[src/rtl/dr_cor_pkg.sv]
package dr_cor_pkg;

    typedef enum logic [1:0] {
        PH_SPACE = 2'd0,
        PH_FILL  = 2'd1,
        PH_VALID = 2'd2,
        PH_DRAIN = 2'd3
    } phase_e;

endpackage

[src/rtl/dr_celem.sv]
// Hold element: rises when all selected inputs are high, falls when all are low.
module dr_celem #(
    parameter int           W    = 2,
    parameter logic [W-1:0] MASK = '1
) (
    input  logic         clk,
    input  logic         rst_n,
    input  logic [W-1:0] a,
    output logic         y
);
    logic all_hi;
    logic all_lo;

    assign all_hi = &(a | ~MASK);
    assign all_lo = ~|(a & MASK);

    always_ff @(posedge clk or negedge rst_n) begin
        if (!rst_n) begin
            y <= 1'b0;
        end else if (all_hi) begin
            y <= 1'b1;
        end else if (all_lo) begin
            y <= 1'b0;
        end
    end
endmodule

[src/rtl/dr_term_plane.sv]
// First level: one hold element per product term over the rail vector {in_f, in_t}.
module dr_term_plane #(
    parameter int                     N_IN     = 3,
    parameter int                     N_TERM   = 4,
    parameter logic [N_TERM*N_IN-1:0] TERM_POS = '0,
    parameter logic [N_TERM*N_IN-1:0] TERM_NEG = '0
) (
    input  logic              clk,
    input  logic              rst_n,
    input  logic [N_IN-1:0]   in_t,
    input  logic [N_IN-1:0]   in_f,
    output logic [N_TERM-1:0] term
);
    localparam int RW = 2 * N_IN;

    logic [RW-1:0] rails;
    assign rails = {in_f, in_t};

    for (genvar k = 0; k < N_TERM; k++) begin : g_term
        localparam logic [RW-1:0] LIT_MASK =
            {TERM_NEG[k*N_IN +: N_IN], TERM_POS[k*N_IN +: N_IN]};
        dr_celem #(
            .W   (RW),
            .MASK(LIT_MASK)
        ) u_cel (
            .clk  (clk),
            .rst_n(rst_n),
            .a    (rails),
            .y    (term[k])
        );
    end
endmodule

[src/rtl/dr_or_plane.sv]
// Second level: each output rail is the OR of the terms mapped to it.
module dr_or_plane #(
    parameter int                      N_TERM    = 4,
    parameter int                      N_OUT     = 1,
    parameter logic [N_TERM*N_OUT-1:0] TERM_TO_T = '0,
    parameter logic [N_TERM*N_OUT-1:0] TERM_TO_F = '0
) (
    input  logic [N_TERM-1:0] term,
    output logic [N_OUT-1:0]  out_t,
    output logic [N_OUT-1:0]  out_f
);
    always_comb begin
        out_t = '0;
        out_f = '0;
        for (int k = 0; k < N_TERM; k++) begin
            for (int o = 0; o < N_OUT; o++) begin
                out_t[o] = out_t[o] | (term[k] & TERM_TO_T[k*N_OUT + o]);
                out_f[o] = out_f[o] | (term[k] & TERM_TO_F[k*N_OUT + o]);
            end
        end
    end
endmodule

[src/rtl/dr_red_detect.sv]
// Completion of the inputs left out by minimization.
module dr_red_detect #(
    parameter int              N_IN     = 3,
    parameter logic [N_IN-1:0] RED_MASK = '0
) (
    input  logic            clk,
    input  logic            rst_n,
    input  logic [N_IN-1:0] in_t,
    input  logic [N_IN-1:0] in_f,
    output logic            done
);
    localparam bit HAS_RED = (RED_MASK != '0);

    logic [N_IN-1:0] pair_or;
    assign pair_or = in_t | in_f;

    if (HAS_RED) begin : g_det
        dr_celem #(
            .W   (N_IN),
            .MASK(RED_MASK)
        ) u_cel (
            .clk  (clk),
            .rst_n(rst_n),
            .a    (pair_or),
            .y    (done)
        );
    end else begin : g_none
        logic unused_ok;
        assign unused_ok = &{1'b0, clk, rst_n, pair_or};
        assign done      = 1'b0;
    end
endmodule

[src/rtl/dr_cor_func.sv]
module dr_cor_func
    import dr_cor_pkg::*;
#(
    parameter int                      N_IN      = 3,
    parameter int                      N_OUT     = 1,
    parameter int                      N_TERM    = 4,
    parameter logic [N_TERM*N_IN-1:0]  TERM_POS  = 12'b110_100_000_111,
    parameter logic [N_TERM*N_IN-1:0]  TERM_NEG  = 12'b001_010_100_000,
    parameter logic [N_TERM*N_OUT-1:0] TERM_TO_T = 4'b0001,
    parameter logic [N_TERM*N_OUT-1:0] TERM_TO_F = 4'b1110,
    parameter logic [N_IN-1:0]         RED_MASK  = 3'b011
) (
    input  logic             clk,
    input  logic             rst_n,
    input  logic [N_IN-1:0]  in_t,
    input  logic [N_IN-1:0]  in_f,
    output logic [N_OUT-1:0] out_t,
    output logic [N_OUT-1:0] out_f,
    output logic             red_done,
    output logic [1:0]       phase_o,
    output logic             word_ready,
    output logic             word_idle
);
    localparam bit HAS_RED = (RED_MASK != '0);

    logic [N_TERM-1:0] term;
    logic              all_valid;
    logic              any_valid;
    logic              set_ok;
    logic              reset_ok;
    phase_e            state_q;
    phase_e            state_d;

    dr_term_plane #(
        .N_IN    (N_IN),
        .N_TERM  (N_TERM),
        .TERM_POS(TERM_POS),
        .TERM_NEG(TERM_NEG)
    ) u_terms (
        .clk  (clk),
        .rst_n(rst_n),
        .in_t (in_t),
        .in_f (in_f),
        .term (term)
    );

    dr_or_plane #(
        .N_TERM   (N_TERM),
        .N_OUT    (N_OUT),
        .TERM_TO_T(TERM_TO_T),
        .TERM_TO_F(TERM_TO_F)
    ) u_or (
        .term (term),
        .out_t(out_t),
        .out_f(out_f)
    );

    dr_red_detect #(
        .N_IN    (N_IN),
        .RED_MASK(RED_MASK)
    ) u_red (
        .clk  (clk),
        .rst_n(rst_n),
        .in_t (in_t),
        .in_f (in_f),
        .done (red_done)
    );

    assign all_valid = &(out_t | out_f);
    assign any_valid = |(out_t | out_f);
    assign set_ok    = all_valid && (red_done || !HAS_RED);
    assign reset_ok  = !any_valid && !red_done;

    // Next-state logic
    always_comb begin
        state_d = state_q;
        unique case (state_q)
            PH_SPACE: begin
                if (set_ok)                      state_d = PH_VALID;
                else if (any_valid || red_done)  state_d = PH_FILL;
            end
            PH_FILL: begin
                if (set_ok)                      state_d = PH_VALID;
                else if (reset_ok)               state_d = PH_SPACE;
            end
            PH_VALID: begin
                if (!set_ok)                     state_d = reset_ok ? PH_SPACE : PH_DRAIN;
            end
            PH_DRAIN: begin
                if (reset_ok)                    state_d = PH_SPACE;
                else if (set_ok)                 state_d = PH_VALID;
            end
            default:                             state_d = PH_SPACE;
        endcase
    end

    // State register
    always_ff @(posedge clk or negedge rst_n) begin
        if (!rst_n) begin
            state_q <= PH_SPACE;
        end else begin
            state_q <= state_d;
        end
    end

    // Outputs
    always_comb begin
        phase_o    = state_q;
        word_ready = (state_q == PH_VALID);
        word_idle  = (state_q == PH_SPACE);
    end
endmodule

[config.mk]
export PLATFORM = sky130hd
export DESIGN_NAME = dr_cor_func
export DESIGN_NICKNAME = d
export VERILOG_FILES = /design/src/rtl/dr_cor_pkg.sv /design/src/rtl/dr_celem.sv /design/src/rtl/dr_term_plane.sv /design/src/rtl/dr_or_plane.sv /design/src/rtl/dr_red_detect.sv /design/src/rtl/dr_cor_func.sv
export SDC_FILE = /design/constraint.sdc
export NUM_CORES = 1
export LEC_CHECK = 0
export BUFFER_PORTS_ARGS = -buffer_cell sky130_fd_sc_hd__buf_2
export CORE_AREA = 2 2 39 41
export DETAILED_ROUTE_END_ITERATION = 12
export DIE_AREA = 0 0 41 43
export GPL_TIMING_DRIVEN = 0
export HOLD_SLACK_MARGIN = 0.02
export PLACE_DENSITY_LB_ADDON = 0.15
export RECOVER_POWER = 100
export SLEW_MARGIN = 20
export SYNTH_ARGS = -nofsm -noshare
export SYNTH_HDL_FRONTEND = slang
export SYNTH_SLANG_ARGS = --single-unit
[constraint.sdc]
create_clock -name clk -period 2.3 [get_ports clk]
set_clock_uncertainty 0.15 [all_clocks]
set_input_delay 0.345 -clock clk [delete_from_list [all_inputs] [get_ports clk]]
set_output_delay 0.345 -clock clk [all_outputs]
set_load 0.02 [all_outputs]
==> results of run 1 <==
sequential cells by signal (all words and copies together) (netlist names):
signal                  count
u_terms.g_term.u_cel.y      4
u_red.g_det.u_cel.y         1
phase_o                     2
worst max-delay path, cell delays in order (launching register included):
cell	delay, ns
dfrtp_1	0.39
or3_4	0.39
or2_0	0.26
clkinv_1	0.06
ha_1	0.24
nor3b_1	0.18
a21oi_1	0.06
o21ai_0	0.15
cells by family (layout without fill, tap and decap cells):
group,count (synthesis),count (layout)
fa+ha+maj,5,5
compound gates,11,11
buf+inv,6,25
simple gates,8,8
mux,3,3
flops,7,7
cell type report:
cell class,instances,area [µm²]
Multi-Input combinational cell,27,201
Tap cell,16,20.0
Timing Repair Buffer,15,67.6
Inverter,6,22.5
Clock inverter,1,5.00
Sequential cell,7,175
Fill cell,155,870
Clock buffer,3,22.5
worst min path at each step:
stage | slack (ns) | start | endpoint | depth (start not counted)
3_3_place_gp | 0.04 | rst_n | u_terms.g_term[1].u_cel.y | 1
4_1_cts | 0.04 | in_f[2] | u_terms.g_term[1].u_cel.y | 1
3_5_place_dp | 0.04 | rst_n | phase_o[0] | 1
5_1_grt | 0.04 | in_f[2] | u_terms.g_term[1].u_cel.y | 1
6_report | 0.04 | in_f[2] | u_terms.g_term[1].u_cel.y | 1
2_1_floorplan | -0.10 | rst_n | phase_o[0] | 0
per-layer routing:
metal	GRT usage, %	part of all wire (%)	routed length [µm]	vias up
met2	12.8	44	298	11
met3	3.14	6.9	47	2
met5	0	0	0	-
met1	12.2	48	328	149
li1	-	-	-	176
met4	6.00	0.88	6	0
power by group:
group	internal, mW	switching (mW)
logic	0.0438	0.0743
registers	0.143	0.0214
clock network	0.0637	0.0490
synthesized netlist by cell type:
master / n / area share [%]
dfrtp_1: 7 / 44
o21ai_0: 7 / 8.7
ha_1: 5 / 16
inv_1: 5 / 4.7
a21oi_1: 3 / 3.7
mux2_2: 2 / 5.6
nand2_1: 2 / 1.9
a22oi_1: 1 / 1.9
inv_2: 1 / 0.93
mux2i_1: 1 / 2.5
nor2_1: 1 / 0.93
nor2b_1: 1 / 1.6
nor3b_1: 1 / 1.9
or2_2: 1 / 1.6
or2_4: 1 / 2.2
or3_4: 1 / 2.8
what timing repair did:
item                                   in CTS  in global routing
resized for setup                           0                  0
hold buffers                                1                  0
setup endpoints to repair                   0                  0
endpoints found under the hold margin       7                  0
stage by stage:
step / hold WS (ns) / utilization [%] / power (mW) / instances / cell area, µm²
detailed placement: 0.0397 / 35.5 / 0.294 / 70 / 492
finish: 0.0448 / 37.2 / 0.395 / 75 / 514
floorplan: -0.101 / - / 0.247 / 40 / 402
global route: 0.0396 / 37.2 / 0.432 / 75 / 514
CTS: 0.0393 / 38.2 / 0.409 / 75 / 529
global placement: 0.0393 / 35.5 / 0.293 / 70 / 492
==> results_dict.tcl, run 1 <==
set metrics [dict create \
    crit_type "register to register" \
    slew_violations 0 \
    synth_compound_area_share_pct 14.3 \
    period_share_pct 85.7 \
    rr_endpoint "phase_o[1]" \
    status "finished, final reports clean" \
    cts_buffer_depth 2 \
    tns_ns 0 \
    routedWlPerCell_um 9.08 \
    rsz0062_at_grt "no" \
    yosysSeqAreaShare_pct 43.6 \
    endpoint_kind "register" \
    synth_mux_area_share_pct 8.10 \
    area_growth_syn_to_layout_pct 28.0 \
    period_minus_slack_ns 1.97 \
    worst_pin_slew_ns 0.395 \
    ys_ff_latch 7 \
    p_per_area_nw_per_um2 769 \
    drive_gt1_share_pct 20.3 \
    setup_viol_count_final 0 \
    vdd_ir_drop_max_v 0.000311 \
    reg2reg_from "u_terms.g_term[3].u_cel.y" \
    max-cap-violations 0 \
    grt.total_usage_pct 9.41 \
    hold_viol_final 0 \
    clkSinkCount 7 \
    cts_max_level 1 \
    core_area_um2 1380 \
    numCtsBuffers 3 \
    cts_tree "yes" \
    dieArea_um2 1760 \
    cellLeakagePower_nw 0.238 \
    worst_ep_required_time_ns 2.32 \
    vias_per_cell 4.51 \
    slew_headroom_pct 73.7 \
    dp_hpwl_um 549 \
    first_pass_iters 4 \
    io_pins 15 \
    ys_types 16 \
    via_count 338 \
    antenna_found_initial 0 \
    synth_fa_ha_area_share_pct 15.6 \
    grt_pass1_vias 275 \
    place_congestion 0.608 \
    synth_area_um2 402 \
    drc 0 \
    clk_latency_ns 0.25 \
    min_path_type "input pin to register" \
    num_rows 14 \
    place_ws_ns 0.361 \
    clock.fmax_mhz 507 \
    timing.final.ws_setup_ns 0.329 \
    layout_common_cells "clkbuf_1 (10), o21ai_0 (7), dfrtp_1 (7)" \
    r2r_cells 7 \
    synth.avg_cell_area_um2 10.0 \
    clkTransAtPathRegs_ns 0.06 \
    startpoint "u_terms.g_term[3].u_cel.y" \
    dieWidth_um 41 \
    ant_nets 0 \
    yosys.area_share.simple_pct 12.8 \
    rrSetupSlack_ns 0.33 \
    wirelength_um 681 \
    grt_pass1_wl_mm 1.08 \
    portBuffers 14 \
    synth_xor_area_share_pct 0 \
    synth_top_family_by_area "adder cells" \
    cts_root_buf "clkbuf_4" \
    yosysWarningCount 0 \
    arrival_ns 1.99 \
    grt_max_degree 8 \
    cts_setup_buffers 0 \
    crit_fanout 3 \
    synth_cells 40 \
    timing.critical_path.to "phase_o[1]" \
    final_common_cell "clkbuf_1" \
    syn_nets 53 \
    initial_utilization_pct 29.0 \
    die_y_um 43 \
    worst_setup_path_start_kind "register" \
    fin_nets 73 \
    drt_iter0_drc 7 \
    overflow 0 \
    n_antenna_cell 0 \
]
No activity file was read; power rests on OpenSTA's default activity.
==> run 2: changes to the inputs <==
- GPL_TIMING_DRIVEN: 0 -> not set
- PLACE_DENSITY_LB_ADDON: 0.15 -> not set
==> run 2 against run 1 <==
  * Sequential power about the same
  * Clock power hardly changed
  * Register-to-register slack about the same
  * Final area stayed put
  * Wire length is 8.2% higher
  * Worst hold slack gained 0.0030 ns
  * Combinational power is essentially flat
  * Power grew 0.37%
  * Global-route usage grew 0.66 points
  * Sequential share of layout area did not move
  * Critical path depth unchanged
  * Maximum frequency is 0.61% lower
  * Highest routed layer is now met3
==> results_dict.tcl, run 2 (synthesized netlist as in run 1, its figures left out) <==
set metrics [dict create \
    p_clk_share_pct 28.3 \
    final_common_cell "clkbuf_1" \
    timing.final.ws_setup_ns 0.317 \
    die_y_um 43 \
    tns_ns 0 \
    drive_gt1_share_pct 20.3 \
    slowest_stage "dfrtp_1" \
    period_share_pct 86.2 \
    antenna_found_initial 0 \
    critical_path_depth 7 \
    rrSetupSlack_ns 0.32 \
    ant_nets 0 \
    cts_tree "yes" \
    slowest_delay_ns 0.40 \
    num_rows 14 \
    slew_violations 0 \
    cellLeakagePower_nw 0.238 \
    internal_power_mw 0.251 \
    layout_common_cells "clkbuf_1 (10), o21ai_0 (7), dfrtp_1 (7)" \
    fin_area_um2 514 \
    grt_max_degree 8 \
    rsz0062_at_grt "no" \
    cts.repair.resized 0 \
    cts_buffer_depth 2 \
    status "finished, final reports clean" \
    period_minus_slack_ns 1.98 \
    wirelength_um 737 \
    p_total_mw 0.397 \
    clock.fmax_mhz 504 \
    via_count 322 \
    grt_pass1_wl_mm 1.13 \
    clk_latency_ns 0.25 \
    ctsHoldBuffers 1 \
    fin_nets 73 \
    dieArea_um2 1760 \
    area_growth_syn_to_layout_pct 28.0 \
    numCtsBuffers 3 \
    crit_fanout 3 \
    core_area_um2 1380 \
    p_per_area_nw_per_um2 771 \
    final_cells 75 \
    dp_hpwl_um 580 \
    arrival_ns 2.00 \
    p_switching_mw 0.146 \
    path_cells "or3_4, or2_0, clkinv_1, ha_1, nor3b_1, a21oi_1, o21ai_0" \
    regMostFlops "u_terms.g_term.u_cel.y" \
    place_inst 70 \
    r2r_cells 7 \
    vdd_ir_drop_max_v 0.000359 \
    grt_pass1_vias 284 \
    max-cap-violations 0 \
    routedWlPerCell_um 9.83 \
    crit_buf_inv 1 \
    min_path_type "input pin to register" \
    p_sw_share_pct 36.8 \
    crit_type "register to register" \
    hold_viol_final 0 \
    overflow 0 \
    worst_setup_path_start_kind "register" \
    place_ws_ns 0.343 \
    clkSinkCount 7 \
    n_antenna_cell 0 \
    largest_register_ffs 4 \
    place_area_um2 492 \
    io_pins 15 \
    worst_ep_required_time_ns 2.32 \
    place_congestion 0.683 \
    timing.hold.ws_ns 0.0478 \
    path_delay_family "simple AND/OR/NAND/NOR gates" \
    vias_per_cell 4.29 \
    setup_viol_count_final 0 \
    holdPathStages 1 \
    comb_power_share_pct 29.9 \
    cts_setup_buffers 0 \
    grt.total_usage_pct 10.1 \
    initial_utilization_pct 29.0 \
    portBuffers 14 \
    clkTransAtPathRegs_ns 0.06 \
    drt_iter0_drc 8 \
    cts_root_buf "clkbuf_4" \
    first_pass_iters 4 \
    cts_max_level 1 \
    seq_power_share_pct 41.8 \
    endpoint_kind "register" \
    utilization_pct 37.2 \
    dieWidth_um 41 \
    worst_pin_slew_ns 0.378 \
    drc 0 \
    slew_headroom_pct 74.8 \
]
## run 2: layout make-up
cell class | count | area (µm²)
Tap cell | 16 | 20.0
Inverter | 6 | 22.5
Multi-Input combinational cell | 27 | 201
Clock inverter | 1 | 5.00
Fill cell | 162 | 870
Sequential cell | 7 | 175
Timing Repair Buffer | 15 | 67.6
Clock buffer | 3 | 22.5
## run 2: power by group through the flow
stage,clock network (mW),logic (mW),registers (mW)
6_report,0.112,0.119,0.166
5_1_grt,0.123,0.134,0.171
4_1_cts,0.117,0.129,0.166
3_5_place_dp,0,0.127,0.168
3_3_place_gp,0,0.125,0.167
2_1_floorplan,0,0.0642,0.182
## run 2: worst register-to-register path, delay by kind of cell, from the launching register on
| family | cells | cell delay, ns |
|---|---|---|
| simple gates | 3 | 0.85 |
| flops | 1 | 0.40 |
| fa+ha+maj | 1 | 0.24 |
| compound gates | 2 | 0.21 |
| buf+inv | 1 | 0.06 |
## run 2: path summary, 6_finish.rpt
path                                           start                         to
setup / recovery           u_terms.g_term[3].u_cel.y                 phase_o[1]
hold / removal                               in_f[2]  u_terms.g_term[1].u_cel.y
setup reg to reg           u_terms.g_term[3].u_cel.y                 phase_o[1]
hold reg to reg            u_terms.g_term[2].u_cel.y  u_terms.g_term[2].u_cel.y
max in group asynchronous                      rst_n  u_terms.g_term[2].u_cel.y
min in group asynchronous                      rst_n  u_terms.g_term[0].u_cel.y
## run 2: routing by layer
metal  wire length [µm]  GRT usage, %  vias to the layer above
li1                   -             -                      171
met1                375          13.1                      137
met2                315          13.1                       14
met3                 47          1.57                        0
met4                  0          10.0                        0
met5                  0             0                        -
==> run 3: changes to the inputs <==
- CELL_PAD_IN_SITES_DETAIL_PLACEMENT: not set -> 1
- CELL_PAD_IN_SITES_GLOBAL_PLACEMENT: not set -> 1
- PLACE_DENSITY_LB_ADDON: not set -> 0.1
==> run 3 against run 2 <==
  * Final area shrank 0.24%
  * Clock-buffer cell count up 1
  * Combinational power rose by 3%
  * Maximum frequency decreased by 3.0%
  * Utilization shrank 0.090 points
  * Largest cell class unchanged
  * Largest power group unchanged
==> results_dict.tcl, run 3 (synthesized netlist as in run 1, its figures left out) <==
set metrics [dict create \
    period_share_pct 88.8 \
    grt_max_degree 8 \
    portBuffers 14 \
    worst_setup_path_start_kind "register" \
    wirelength_um 961 \
    routedWlPerCell_um 12.8 \
    core_area_um2 1380 \
    cts_tree "yes" \
    crit_type "register to register" \
    drc 0 \
    cts_setup_buffers 0 \
    arrival_ns 2.06 \
    ant_nets 0 \
    dieWidth_um 41 \
    cts_root_buf "clkbuf_4" \
    cts_buffer_depth 2 \
    dp_hpwl_um 794 \
    vdd_ir_drop_max_v 0.000312 \
    utilization_pct 37.1 \
    drive_gt1_share_pct 18.6 \
    p_clk_share_pct 27.4 \
    first_pass_iters 2 \
    internal_power_mw 0.253 \
    cts.repair.resized 0 \
    slew_headroom_pct 73.0 \
    cellLeakagePower_nw 0.235 \
    drt_iter0_drc 1 \
    clkSinkCount 7 \
    grt_pass1_wl_mm 1.55 \
    num_rows 14 \
    timing.hold.ws_ns 0.0508 \
    largest_register_ffs 4 \
    numCtsBuffers 3 \
    fin_nets 73 \
    regMostFlops "u_terms.g_term.u_cel.y" \
    rsz0062_at_grt "no" \
    layout_common_cells "clkbuf_1 (11), o21ai_0 (7), dfrtp_1 (7)" \
    status "finished, final reports clean" \
    reg2reg_from "u_terms.g_term[3].u_cel.y" \
    min_path_type "input pin to register" \
    vias_per_cell 4.68 \
    seq_power_share_pct 41.9 \
    comb_power_share_pct 30.6 \
    place_congestion 0.658 \
    max-cap-violations 0 \
    ctsHoldBuffers 1 \
    final_common_cell "clkbuf_1" \
    hold_viol_final 0 \
    antenna_found_initial 0 \
    grt.total_usage_pct 14.1 \
    p_total_mw 0.401 \
    worst_pin_slew_ns 0.406 \
    clk_latency_ns 0.25 \
    dieArea_um2 1760 \
    die_y_um 43 \
    endpoint_kind "register" \
    overflow 0 \
    area_growth_syn_to_layout_pct 27.7 \
    clock.fmax_mhz 489 \
    clkTransAtPathRegs_ns 0.05 \
    n_antenna_cell 0 \
    p_switching_mw 0.148 \
    setup_viol_count_final 0 \
    p_per_area_nw_per_um2 782 \
    p_sw_share_pct 36.8 \
    startpoint "u_terms.g_term[3].u_cel.y" \
    slew_violations 0 \
    period_minus_slack_ns 2.04 \
    cts_max_level 1 \
    initial_utilization_pct 29.0 \
    fillCellCount 175 \
    grt_pass1_vias 380 \
    worst_ep_required_time_ns 2.32 \
    via_count 351 \
    io_pins 15 \
    worstHoldStart "in_f[2]" \
    tns_ns 0 \
    crit_fanout 3 \
]
## run 3: power by group through the flow
stage | sequential (mW) | combinational (mW) | clock (mW)
after CTS | 0.168 | 0.134 | 0.118
after global placement | 0.165 | 0.126 | 0
after detailed placement | 0.170 | 0.133 | 0
after floorplan | 0.182 | 0.0642 | 0
after global routing | 0.173 | 0.141 | 0.124
final | 0.168 | 0.123 | 0.110
## run 3: final cells by class
class / count / area (µm²) / area share, %
inverters: 6 / 22.5 / 4.39
multi-input cells: 27 / 201 / 39.3
well taps: 16 / 20.0 / 3.90
flip-flops and latches: 7 / 175 / 34.1
clock buffers: 4 / 26.3 / 5.12
repair buffers: 15 / 67.6 / 13.2
## run 3: stage by stage
step,setup slack (ns),std cells,area (µm²)
floorplan,0.402,40,402
global placement,0.383,70,492
detailed placement,0.311,70,492
CTS,0.293,75,528
global route,0.119,75,513
finish,0.257,75,513
## run 3: path summary, 6_finish.rpt
path                                                  end  slack (ns)  depth (start not counted)
worst max-delay path                           phase_o[1]        0.26                          7
worst min-delay path            u_terms.g_term[1].u_cel.y        0.05                          1
worst max register to register                 phase_o[1]        0.26                          7
worst min register to register  u_terms.g_term[2].u_cel.y        0.38                          1
max in group asynchronous                      phase_o[0]        1.33                          2
min in group asynchronous       u_terms.g_term[1].u_cel.y        0.38                          2
## run 3: routing by layer
layer  part of all wire (%)  track usage, %
met5                      0               0
met4                    1.1            10.0
met3                    4.9            4.71
met2                     57            25.3
met1                     37            11.3
## run 3: worst max-delay path, stage by stage (launching register included)
cell      delay, ns
dfrtp_1        0.39
or3_4          0.39
or2_0          0.27
clkinv_1       0.07
ha_1           0.25
nor3b_1        0.23
a21oi_1        0.06
o21ai_0        0.15
